===== config.mk =====
export PLATFORM = sky130hd
export DESIGN_NAME = vid_route_ctrl
export DESIGN_NICKNAME = d
export VERILOG_FILES = /design/src/rtl/vr_pkg.sv /design/src/rtl/vr_regif.sv /design/src/rtl/vr_fsm.sv /design/src/rtl/vr_xbar.sv /design/src/rtl/vid_route_ctrl.sv
export SDC_FILE = /design/constraint.sdc
export NUM_CORES = 1
export LEC_CHECK = 0
export ABC_CLOCK_PERIOD_IN_PS = 2800
export BUFFER_PORTS_ARGS = -buffer_cell sky130_fd_sc_hd__buf_2
export CELL_PAD_IN_SITES_DETAIL_PLACEMENT = 1
export CELL_PAD_IN_SITES_GLOBAL_PLACEMENT = 1
export CORE_MARGIN = 1
export CORE_UTILIZATION = 35
export CTS_BUF_LIST = sky130_fd_sc_hd__clkbuf_4
export CTS_CLUSTER_SIZE = 10
export DETAILED_ROUTE_END_ITERATION = 7
export GPL_TIMING_DRIVEN = 0
export PLACE_DENSITY_LB_ADDON = 0.2
export SLEW_MARGIN = 20
export SYNTH_ARGS = -nofsm -noshare
export SYNTH_HDL_FRONTEND = slang
export SYNTH_SLANG_ARGS = --single-unit
export TNS_END_PERCENT = 5

===== constraint.sdc =====
create_clock -name clk -period 2.8 [get_ports clk]
set_input_delay 0.14 -clock clk [delete_from_list [all_inputs] [get_ports clk]]
set_output_delay 0.14 -clock clk [all_outputs]
set_load 0.02 [all_outputs]

===== src/rtl/vr_pkg.sv =====
package vr_pkg;

    localparam int NUM_SRC = 9;
    localparam int NUM_CH  = 6;

    typedef enum logic [1:0] {
        ST_BLANK  = 2'd0,
        ST_ACTIVE = 2'd1,
        ST_SLEEP  = 2'd2
    } vr_state_e;

    typedef enum logic [3:0] {
        SRC_G      = 4'd0,
        SRC_B      = 4'd1,
        SRC_R      = 4'd2,
        SRC_Y      = 4'd3,
        SRC_U      = 4'd4,
        SRC_V      = 4'd5,
        SRC_CVBS   = 4'd6,
        SRC_LUMA   = 4'd7,
        SRC_CHROMA = 4'd8
    } vr_src_e;

    // Pick the source for one output channel.
    // layout is {bit2, bit1}; comp_yuv selects the Y/U/V component set.
    function automatic vr_src_e route_pick(input int ch, input logic [1:0] layout,
                                           input logic comp_yuv);
        vr_src_e c0, c1, c2, pick;
        c0 = comp_yuv ? SRC_Y : SRC_G;
        c1 = comp_yuv ? SRC_U : SRC_B;
        c2 = comp_yuv ? SRC_V : SRC_R;
        pick = SRC_CVBS;
        case (layout)
            2'b00: begin
                case (ch)
                    0: pick = c0;
                    1: pick = c1;
                    2: pick = c2;
                    3: pick = SRC_CVBS;
                    4: pick = SRC_LUMA;
                    default: pick = SRC_CHROMA;
                endcase
            end
            2'b10: begin
                case (ch)
                    0: pick = SRC_CVBS;
                    1: pick = c1;
                    2: pick = c2;
                    3: pick = c0;
                    4: pick = SRC_LUMA;
                    default: pick = SRC_CHROMA;
                endcase
            end
            default: begin
                case (ch)
                    0: pick = SRC_CVBS;
                    1: pick = SRC_LUMA;
                    2: pick = SRC_CHROMA;
                    3: pick = c0;
                    4: pick = c1;
                    default: pick = c2;
                endcase
            end
        endcase
        return pick;
    endfunction

    function automatic logic is_chroma_class(input vr_src_e s);
        return (s == SRC_U) || (s == SRC_V) || (s == SRC_CHROMA);
    endfunction

endpackage


===== src/rtl/vr_regif.sv =====
module vr_regif #(
    parameter int          AW       = 5,
    parameter int          RW       = 8,
    parameter logic [AW-1:0] REG_ADDR = 5'h02
) (
    input  logic          clk,
    input  logic          rst_n,
    input  logic [AW-1:0] addr_i,
    input  logic [RW-1:0] wdata_i,
    input  logic          we_i,
    input  logic          re_i,
    output logic [RW-1:0] rdata_o,
    output logic [RW-1:0] ctrl_o
);

    logic hit;
    assign hit = (addr_i == REG_ADDR);

    always_ff @(posedge clk or negedge rst_n) begin
        if (!rst_n) begin
            ctrl_o <= '0;
        end else if (we_i && hit) begin
            ctrl_o <= wdata_i;
        end
    end

    assign rdata_o = (re_i && hit) ? ctrl_o : '0;

endmodule


===== src/rtl/vr_fsm.sv =====
module vr_fsm
    import vr_pkg::*;
(
    input  logic      clk,
    input  logic      rst_n,
    input  logic      pix_valid_i,
    input  logic      sleep_req_i,
    output logic      dp_blank_o,
    output logic      dp_zero_o,
    output logic      sleep_o
);

    vr_state_e state_q, state_nxt;

    // next-state decision
    always_comb begin
        state_nxt = state_q;
        unique case (state_q)
            ST_BLANK: begin
                if (sleep_req_i)      state_nxt = ST_SLEEP;
                else if (pix_valid_i) state_nxt = ST_ACTIVE;
            end
            ST_ACTIVE: begin
                if (sleep_req_i)       state_nxt = ST_SLEEP;
                else if (!pix_valid_i) state_nxt = ST_BLANK;
            end
            ST_SLEEP: begin
                if (!sleep_req_i)
                    state_nxt = pix_valid_i ? ST_ACTIVE : ST_BLANK;
            end
            default: state_nxt = ST_BLANK;
        endcase
    end

    // state register
    always_ff @(posedge clk or negedge rst_n) begin
        if (!rst_n) state_q <= ST_BLANK;
        else        state_q <= state_nxt;
    end

    // outputs: datapath controls follow the state being entered so they
    // line up with the registered output channels
    always_comb begin
        dp_blank_o = 1'b0;
        dp_zero_o  = 1'b0;
        unique case (state_nxt)
            ST_BLANK:  dp_blank_o = 1'b1;
            ST_ACTIVE: dp_blank_o = 1'b0;
            ST_SLEEP:  dp_zero_o  = 1'b1;
            default:   dp_blank_o = 1'b1;
        endcase
    end

    assign sleep_o = (state_q == ST_SLEEP);

endmodule


===== src/rtl/vr_xbar.sv =====
module vr_xbar
    import vr_pkg::*;
#(
    parameter int DW      = 10,
    parameter int BLACK_Y = 64,
    parameter int BLACK_C = 512
) (
    input  logic          clk,
    input  logic          rst_n,
    input  logic [DW-1:0] src_i [NUM_SRC],
    input  logic [1:0]    layout_i,
    input  logic          comp_yuv_i,
    input  logic          blank_i,
    input  logic          zero_i,
    output logic [DW-1:0] ch_o  [NUM_CH]
);

    localparam logic [DW-1:0] BLK_Y = DW'(BLACK_Y);
    localparam logic [DW-1:0] BLK_C = DW'(BLACK_C);

    for (genvar ch = 0; ch < NUM_CH; ch++) begin : g_ch
        vr_src_e       sel;
        logic [DW-1:0] val;

        always_comb begin
            sel = route_pick(ch, layout_i, comp_yuv_i);
            if (zero_i)
                val = '0;
            else if (blank_i)
                val = is_chroma_class(sel) ? BLK_C : BLK_Y;
            else
                val = src_i[int'(sel)];
        end

        always_ff @(posedge clk or negedge rst_n) begin
            if (!rst_n) ch_o[ch] <= '0;
            else        ch_o[ch] <= val;
        end
    end

endmodule


===== src/rtl/vid_route_ctrl.sv =====
module vid_route_ctrl
    import vr_pkg::*;
#(
    parameter int            DW       = 10,
    parameter int            AW       = 5,
    parameter logic [AW-1:0] REG_ADDR = 5'h02,
    parameter int            BLACK_Y  = 64,
    parameter int            BLACK_C  = 512
) (
    input  logic          clk,
    input  logic          rst_n,
    input  logic [AW-1:0] bus_addr,
    input  logic [7:0]    bus_wdata,
    input  logic          bus_we,
    input  logic          bus_re,
    output logic [7:0]    bus_rdata,
    input  logic          prog_scan_i,
    input  logic          std_pin_i,
    input  logic          std_field_i,
    input  logic          timing_slave_req_i,
    input  logic          os4x_i,
    input  logic          pwr_sleep_en_i,
    input  logic          sleep_pin_a_i,
    input  logic          sleep_pin_b_i,
    input  logic [DW-1:0] in_g,
    input  logic [DW-1:0] in_b,
    input  logic [DW-1:0] in_r,
    input  logic [DW-1:0] in_y,
    input  logic [DW-1:0] in_pb,
    input  logic [DW-1:0] in_pr,
    input  logic [DW-1:0] in_cvbs,
    input  logic [DW-1:0] in_luma,
    input  logic [DW-1:0] in_chroma,
    output logic [DW-1:0] dac_a,
    output logic [DW-1:0] dac_b,
    output logic [DW-1:0] dac_c,
    output logic [DW-1:0] dac_d,
    output logic [DW-1:0] dac_e,
    output logic [DW-1:0] dac_f,
    output logic          std_pal_o,
    output logic          pedestal_o,
    output logic          timing_slave_o,
    output logic          sq_pixel_o,
    output logic          sleep_o
);

    // control register bit positions
    localparam int B_YUV   = 0;
    localparam int B_PED   = 3;
    localparam int B_SQPX  = 4;
    localparam int B_STDR  = 5;
    localparam int B_VALID = 6;
    localparam int B_SLEEP = 7;

    logic [7:0]    ctrl_q;
    logic          sleep_req;
    logic          dp_blank, dp_zero;
    logic [DW-1:0] src   [NUM_SRC];
    logic [DW-1:0] chans [NUM_CH];

    vr_regif #(.AW(AW), .RW(8), .REG_ADDR(REG_ADDR)) u_regif (
        .clk     (clk),
        .rst_n   (rst_n),
        .addr_i  (bus_addr),
        .wdata_i (bus_wdata),
        .we_i    (bus_we),
        .re_i    (bus_re),
        .rdata_o (bus_rdata),
        .ctrl_o  (ctrl_q)
    );

    assign sleep_req = pwr_sleep_en_i ? (sleep_pin_a_i && sleep_pin_b_i)
                                      : ctrl_q[B_SLEEP];

    vr_fsm u_fsm (
        .clk         (clk),
        .rst_n       (rst_n),
        .pix_valid_i (ctrl_q[B_VALID]),
        .sleep_req_i (sleep_req),
        .dp_blank_o  (dp_blank),
        .dp_zero_o   (dp_zero),
        .sleep_o     (sleep_o)
    );

    assign src[SRC_G]      = in_g;
    assign src[SRC_B]      = in_b;
    assign src[SRC_R]      = in_r;
    assign src[SRC_Y]      = in_y;
    assign src[SRC_U]      = in_pb;
    assign src[SRC_V]      = in_pr;
    assign src[SRC_CVBS]   = in_cvbs;
    assign src[SRC_LUMA]   = in_luma;
    assign src[SRC_CHROMA] = in_chroma;

    vr_xbar #(.DW(DW), .BLACK_Y(BLACK_Y), .BLACK_C(BLACK_C)) u_xbar (
        .clk        (clk),
        .rst_n      (rst_n),
        .src_i      (src),
        .layout_i   (ctrl_q[2:1]),
        .comp_yuv_i (ctrl_q[B_YUV] | prog_scan_i),
        .blank_i    (dp_blank),
        .zero_i     (dp_zero),
        .ch_o       (chans)
    );

    assign dac_a = chans[0];
    assign dac_b = chans[1];
    assign dac_c = chans[2];
    assign dac_d = chans[3];
    assign dac_e = chans[4];
    assign dac_f = chans[5];

    assign std_pal_o      = ctrl_q[B_STDR] ? std_field_i : std_pin_i;
    assign pedestal_o     = ctrl_q[B_PED] && !std_pal_o;
    assign timing_slave_o = ctrl_q[B_VALID] && timing_slave_req_i;
    assign sq_pixel_o     = ctrl_q[B_SQPX] && timing_slave_o && !os4x_i;

endmodule


# After elaboration in Yosys (flattened, before gate mapping)
# Index checks and enable logic that the tools add are counted.
# Widths: inputs -> output; s select.
# totals
inputBits	115
word_cells	126
output_inout_bits	73
register_bits	70
# classes
reduce_logical	25
muxes	56
n_bitwise	7
n_eq_ne	24
order_cmp	6
# ops
operator	count
$mux 10	30
$bmux 10 s4	6
$ge 32x5->1 const B	6
$not 4->32	6
$eq 4x3->1 const B	12
$eq 4x4->1 const B	6
$mux 4	6
$logic_or 1x1->1	12
$mux 2	6
$mux 8	1
$logic_and 1x1->1	7
$eq 2x2->1 const B	3
$mux 3	2
$pmux 2 s3	1
$eq 5x2->1 const B	1
$eq 2x1->1 const B	2
$logic_not 2->1	2
$mux 1	4
$reduce_or 2->1	2
$logic_not 1->1	2
$or 1x1->1	1

# Longest topological paths before layout
# depth
word_depth	9
depth_mapped	9
depth_no_buf	7

# Cells and area by module
# Synthesis repeated with hierarchy kept, for this count alone.
# unflattened
cells_unflattened	318
hier_area_um2	3440.8
# by_module_without_submodules
mod	n_inst	cells_per_inst	seq_area_each_um2	area_each_um2
vr_xbar	1	273	1501.4	2909.0
vr_regif	1	28	200.2	374.1
vr_fsm	1	8	50.0	97.6
vid_route_ctrl	1	9	0.0	60.1

# Worst setup path before layout
# No wires, ideal clock.
# synth_path
kind	register -> register
from	register u_regif.ctrl_o[7]
to	register u_xbar.ch_o[6] (netlist name)
synth_period_minus_slack_ns	1.895
t_required_ns	2.673
setup_time_ns	0.127
n_path_buf	0
setup_slack_ns	0.905
arrival_time_ns	1.768
stages_incl_launch_ff	8
cell_sequence	dfrtp_1 > nor2b_1 > a31oi_1 > nand3_1 > ha_1 > or4_1 > o21ai_1 > o22ai_1
# synth_between
elab_chain_len	7
elab_cells_between_ends	11
cone_classes	eq/ne (2); mux (8); reduce/logical (1)
# synth_lines
element	line	rtl
start, declared	vr_regif.sv:13	output logic [RW-1:0] ctrl_o
start signal, assigned	vr_regif.sv:23	ctrl_o <= wdata_i;
$mux 1 *	vid_route_ctrl.sv:72	assign sleep_req = pwr_sleep_en_i ? (sleep_pin_a_i && sleep_pin_b_i)
$mux 2 (on tied branches)	vr_fsm.sv:28, vr_fsm.sv:20, vr_fsm.sv:24	
$pmux 2 s3 *	vr_fsm.sv:18	unique case (state_q)
$eq 2x1->1 / $eq 2x2->1 (equally long branches)	vr_fsm.sv:46	unique case (state_nxt)
$reduce_or 2->1 (no line)	--	
$mux 10	vr_xbar.sv:29	else if (blank_i)
$mux 10 *	vr_xbar.sv:27	if (zero_i)
via u_xbar.g_ch[5].val[6]	vr_xbar.sv:23	logic [DW-1:0] val;
end signal, assigned by index	vr_xbar.sv:37	else ch_o[ch] <= val;
end, declared	vr_xbar.sv:15	output logic [DW-1:0] ch_o [NUM_CH]
# The timed path passes the listed nets; every way through them passes the cells marked *.
# A chain may end at the register's enable or synchronous reset.

# Worst setup path in the final report
# layout_path
from	register u_regif.ctrl_o[7]
to	register u_xbar.ch_o[20] (netlist name)
# layout_between
elab_chain_len	7
elab_cells_between_ends	11
cone_classes	eq/ne (2); mux (8); reduce/logical (1)
# layout_lines
element	line
$mux 1 *	vid_route_ctrl.sv:72
$mux 2 (on tied branches)	vr_fsm.sv:28, vr_fsm.sv:20, vr_fsm.sv:24
$pmux 2 s3 *	vr_fsm.sv:18
$eq 2x1->1 / $eq 2x2->1 (equally long branches)	vr_fsm.sv:46
$reduce_or 2->1 (no line)	--
$mux 10	vr_xbar.sv:29
$mux 10 *	vr_xbar.sv:27
via u_xbar.g_ch[3].val[0]	vr_xbar.sv:23
# Marked as above.

==> impl_metrics.toml <==
[run_status]
status = "finished clean"

[layout]
n_fill_cell = 1058
multi_input_area_um2 = 1230
num_antenna_cells = 0
final_common_cell = "buf_2"
fin_nets = 616
regArea_um2 = 1750
drive_gt1_share_pct = 44.6
layout_common_cells = "190 x buf_2, 70 x dfrtp_1, 53 x o21ai_0, 52 x a21oi_1, 25 x mux2i_1"
area_delta_synth_final_pct = 42.2

[sta]
slew_viol_final = 0
timing.setup.tns_ns = 0
tightest_slew_ns = 0.514
fin_crit_sh_pct = 88.1
final-setup-viol-count = 0
finClkSkew_ns = 0.0196
hold_ws_ns = 0.0195
final-hold-violation-count = 0
slew-limit-headroom_pct = 65.7
rsz0062_at_grt = "no"
max_freq_mhz = 405
fin_crit_ns = 2.47

[clock_tree]
cts.clk_slew.worst_paths_ns = 0.12
ctsRootBufferMaster = "clkbuf_4"
post_cts_buffers = 0
cts_buffers = 9
cts_max_path_buffers = 2
cts_resized = 0
cts_hold_buf = 11
clock_sinks = 70
clkLatencyLatePin_ns = 0.41
h-tree-depth = 3
cts_tree = "yes"

[synthesis]
yosysSeqAreaShare_pct = 56.3
yosys_register_bits = 70
syn_nets = 406
syn_area_um2 = 3110
yosysUniqueCellTypes = 35
avgSynthCellArea_um2 = 10.7
yosysWarningCount = 0
synth_cells = 290

[worst_setup_path]
cp.arrival_ns = 2.80
critPathMaxStageDelay_ns = 0.43
startpoint_type = "register"
endpoint_kind = "register"
cp_slowest_cell = "clkbuf_1"
cp.required_ns = 3.13
crit_buf_inv = 1
ff2ff_setup_slack_ns = 0.33
path_class = "reg2reg"
cp_cell_sequence = "nor2b_1 -> a31oi_1 -> nand3_1 -> ha_1 -> nor2_1 -> clkbuf_1 -> o21ai_0 -> a21oi_1"
cp_max_fo = 10
path_delay_family = "simple AND/OR/NAND/NOR gates"

[job]
drv_cap = 0

[min_path]
hold_class = "in2reg"

[detailed_routing]
vias_per_cell = 5.03
wl_mm = 10.2
antenna_left = 0
drt-met1-wl_mm = 4.20
wl_met3_um = 750
drc = 0
routed-via-count = 3082
drtIter0Drc = 55
met2_wirelength_mm = 5.08
dr.pass1.iters = 4
wl_per_cell_um = 16.6
top_layer = "met4"

[die]
rows = 34
fp.dieH_um = 96.3
start_util_pct = 35.9
dieWidth_um = 96.3
die_area_um2 = 9280
ios = 188
fp.coreArea_um2 = 8680

[pwr]
ir_drop_mv = 0.284
finalPower_uw = 3200
power.density_nw_per_um2 = 724
p_leak_uw = 0.00235

[global_route]
grtUsageTotal_pct = 22.3
grt_max_degree = 42
gr-total-overflow = 0
grt_pass1_vias = 3153
grt_pass1_wl_mm = 15.3
antenna_found_initial = 1

[placement]
gp_congestion = 0.731
port-buffer-count = 187
hpwl_mm = 7.51
[tightest hold or removal path, stage by stage]
cell	delay, ns
buf_2	0.08
o21ai_0	0.07
a21oi_1	0.10
[cell type report]
type / count / share of cell area (%)
Tap cell: 108 / 3.05
Clock inverter: 5 / 0.594
Sequential cell: 70 / 39.6
Multi-Input combinational cell: 194 / 27.8
Timing Repair Buffer: 199 / 24.1
Inverter: 3 / 0.254
Clock buffer: 11 / 1.87
Buffer: 23 / 2.66
[stage by stage]
| step | setup slack, ns | instance area (µm²) | utilization (%) | cells |
|---|---|---|---|---|
| CTS | 0.291 | 4430 | 51.0 | 613 |
| global placement | 0.445 | 4180 | 48.2 | 585 |
| detailed placement | 0.340 | 4210 | 48.5 | 586 |
| finish | 0.334 | 4430 | 51.0 | 613 |
| floorplan | 0.905 | 3110 | - | 290 |
| global route | 0.0408 | 4430 | 51.0 | 613 |
[synthesized netlist by cell type]
| cell | number | area (µm²) |
|---|---|---|
| buf_6 | 3 | 33.8 |
| mux2_2 | 9 | 101 |
| a31oi_1 | 2 | 12.5 |
| nand3_2 | 1 | 10.0 |
| nor2_1 | 5 | 18.8 |
| and3_1 | 2 | 12.5 |
| mux2i_1 | 25 | 250 |
| o22ai_1 | 4 | 25.0 |
| o21ai_0 | 53 | 265 |
| inv_2 | 1 | 3.75 |
| buf_4 | 1 | 7.51 |
| nand2_1 | 3 | 11.3 |
| nor2_4 | 1 | 11.3 |
| nor3_1 | 5 | 25.0 |
| clkbuf_1 | 15 | 56.3 |
| and3b_1 | 1 | 8.76 |
| nor4b_1 | 1 | 8.76 |
| nor2b_1 | 3 | 18.8 |
| ha_1 | 1 | 12.5 |
| inv_1 | 2 | 7.51 |
| nand3_1 | 1 | 5.00 |
| o21a_1 | 1 | 7.51 |
| nor3b_1 | 1 | 7.51 |
| dfrtp_1 | 70 | 1750 |
| and2_1 | 9 | 56.3 |
| or4_1 | 1 | 7.51 |
| o211ai_1 | 1 | 7.51 |
| or2_2 | 2 | 12.5 |
| o22a_1 | 2 | 17.5 |
| o21ai_1 | 1 | 5.00 |
| a211oi_1 | 4 | 30.0 |
| a21oi_1 | 52 | 260 |
| a311oi_1 | 2 | 17.5 |
| buf_2 | 4 | 20.0 |
| nand2b_1 | 1 | 6.26 |
[layer usage]
metal,up-vias,track usage [%]
met2,128,40.1
li1,1468,-
met3,12,6.32
met1,1474,25.5
met4,0,7.35
met5,-,0
[report_power, final]
part | internal (µW) | switching (µW) | leakage [µW]
clock | 196 | 357 | 0.0000641
combinational | 457 | 877 | 0.00137
sequential | 1240 | 72.4 | 0.000914
total | 1900 | 1310 | 0.00235
[path summary, 6_finish.rpt]
path / startpoint / endpoint / depth (start not counted)
hold / removal: in_cvbs[9] / u_xbar.ch_o[29]$_DFF_PN0_ / 3
setup / recovery: u_regif.ctrl_o[7]$_DFFE_PN0P_ / u_xbar.ch_o[20]$_DFF_PN0_ / 8
min in group asynchronous: rst_n / u_xbar.ch_o[1]$_DFF_PN0_ / 2
hold reg to reg: u_fsm.state_q[0]$_DFF_PN0_ / u_fsm.state_q[1]$_DFF_PN0_ / 1
max in group asynchronous: rst_n / u_xbar.ch_o[24]$_DFF_PN0_ / 3
setup reg to reg: u_regif.ctrl_o[7]$_DFFE_PN0P_ / u_xbar.ch_o[20]$_DFF_PN0_ / 8
[state kept, by name, summed over array words and instances (netlist names)]
| register | cells |
|---|---|
| u_regif.ctrl_o | 8 |
| u_xbar.ch_o | 60 |
| u_fsm.state_q | 2 |
[cells by family (layout without fill, tap and decap cells)]
logic type	Yosys count	count (layout)	share of synthesized area (%)
buf+inv	26	241	4.14
mux	34	34	11.3
compound gates	122	122	20.8
flops	70	70	56.3
simple gates	37	37	7.07
fa+ha+maj	1	1	0.402
Note: power is estimated with default switching activity, not from simulation.
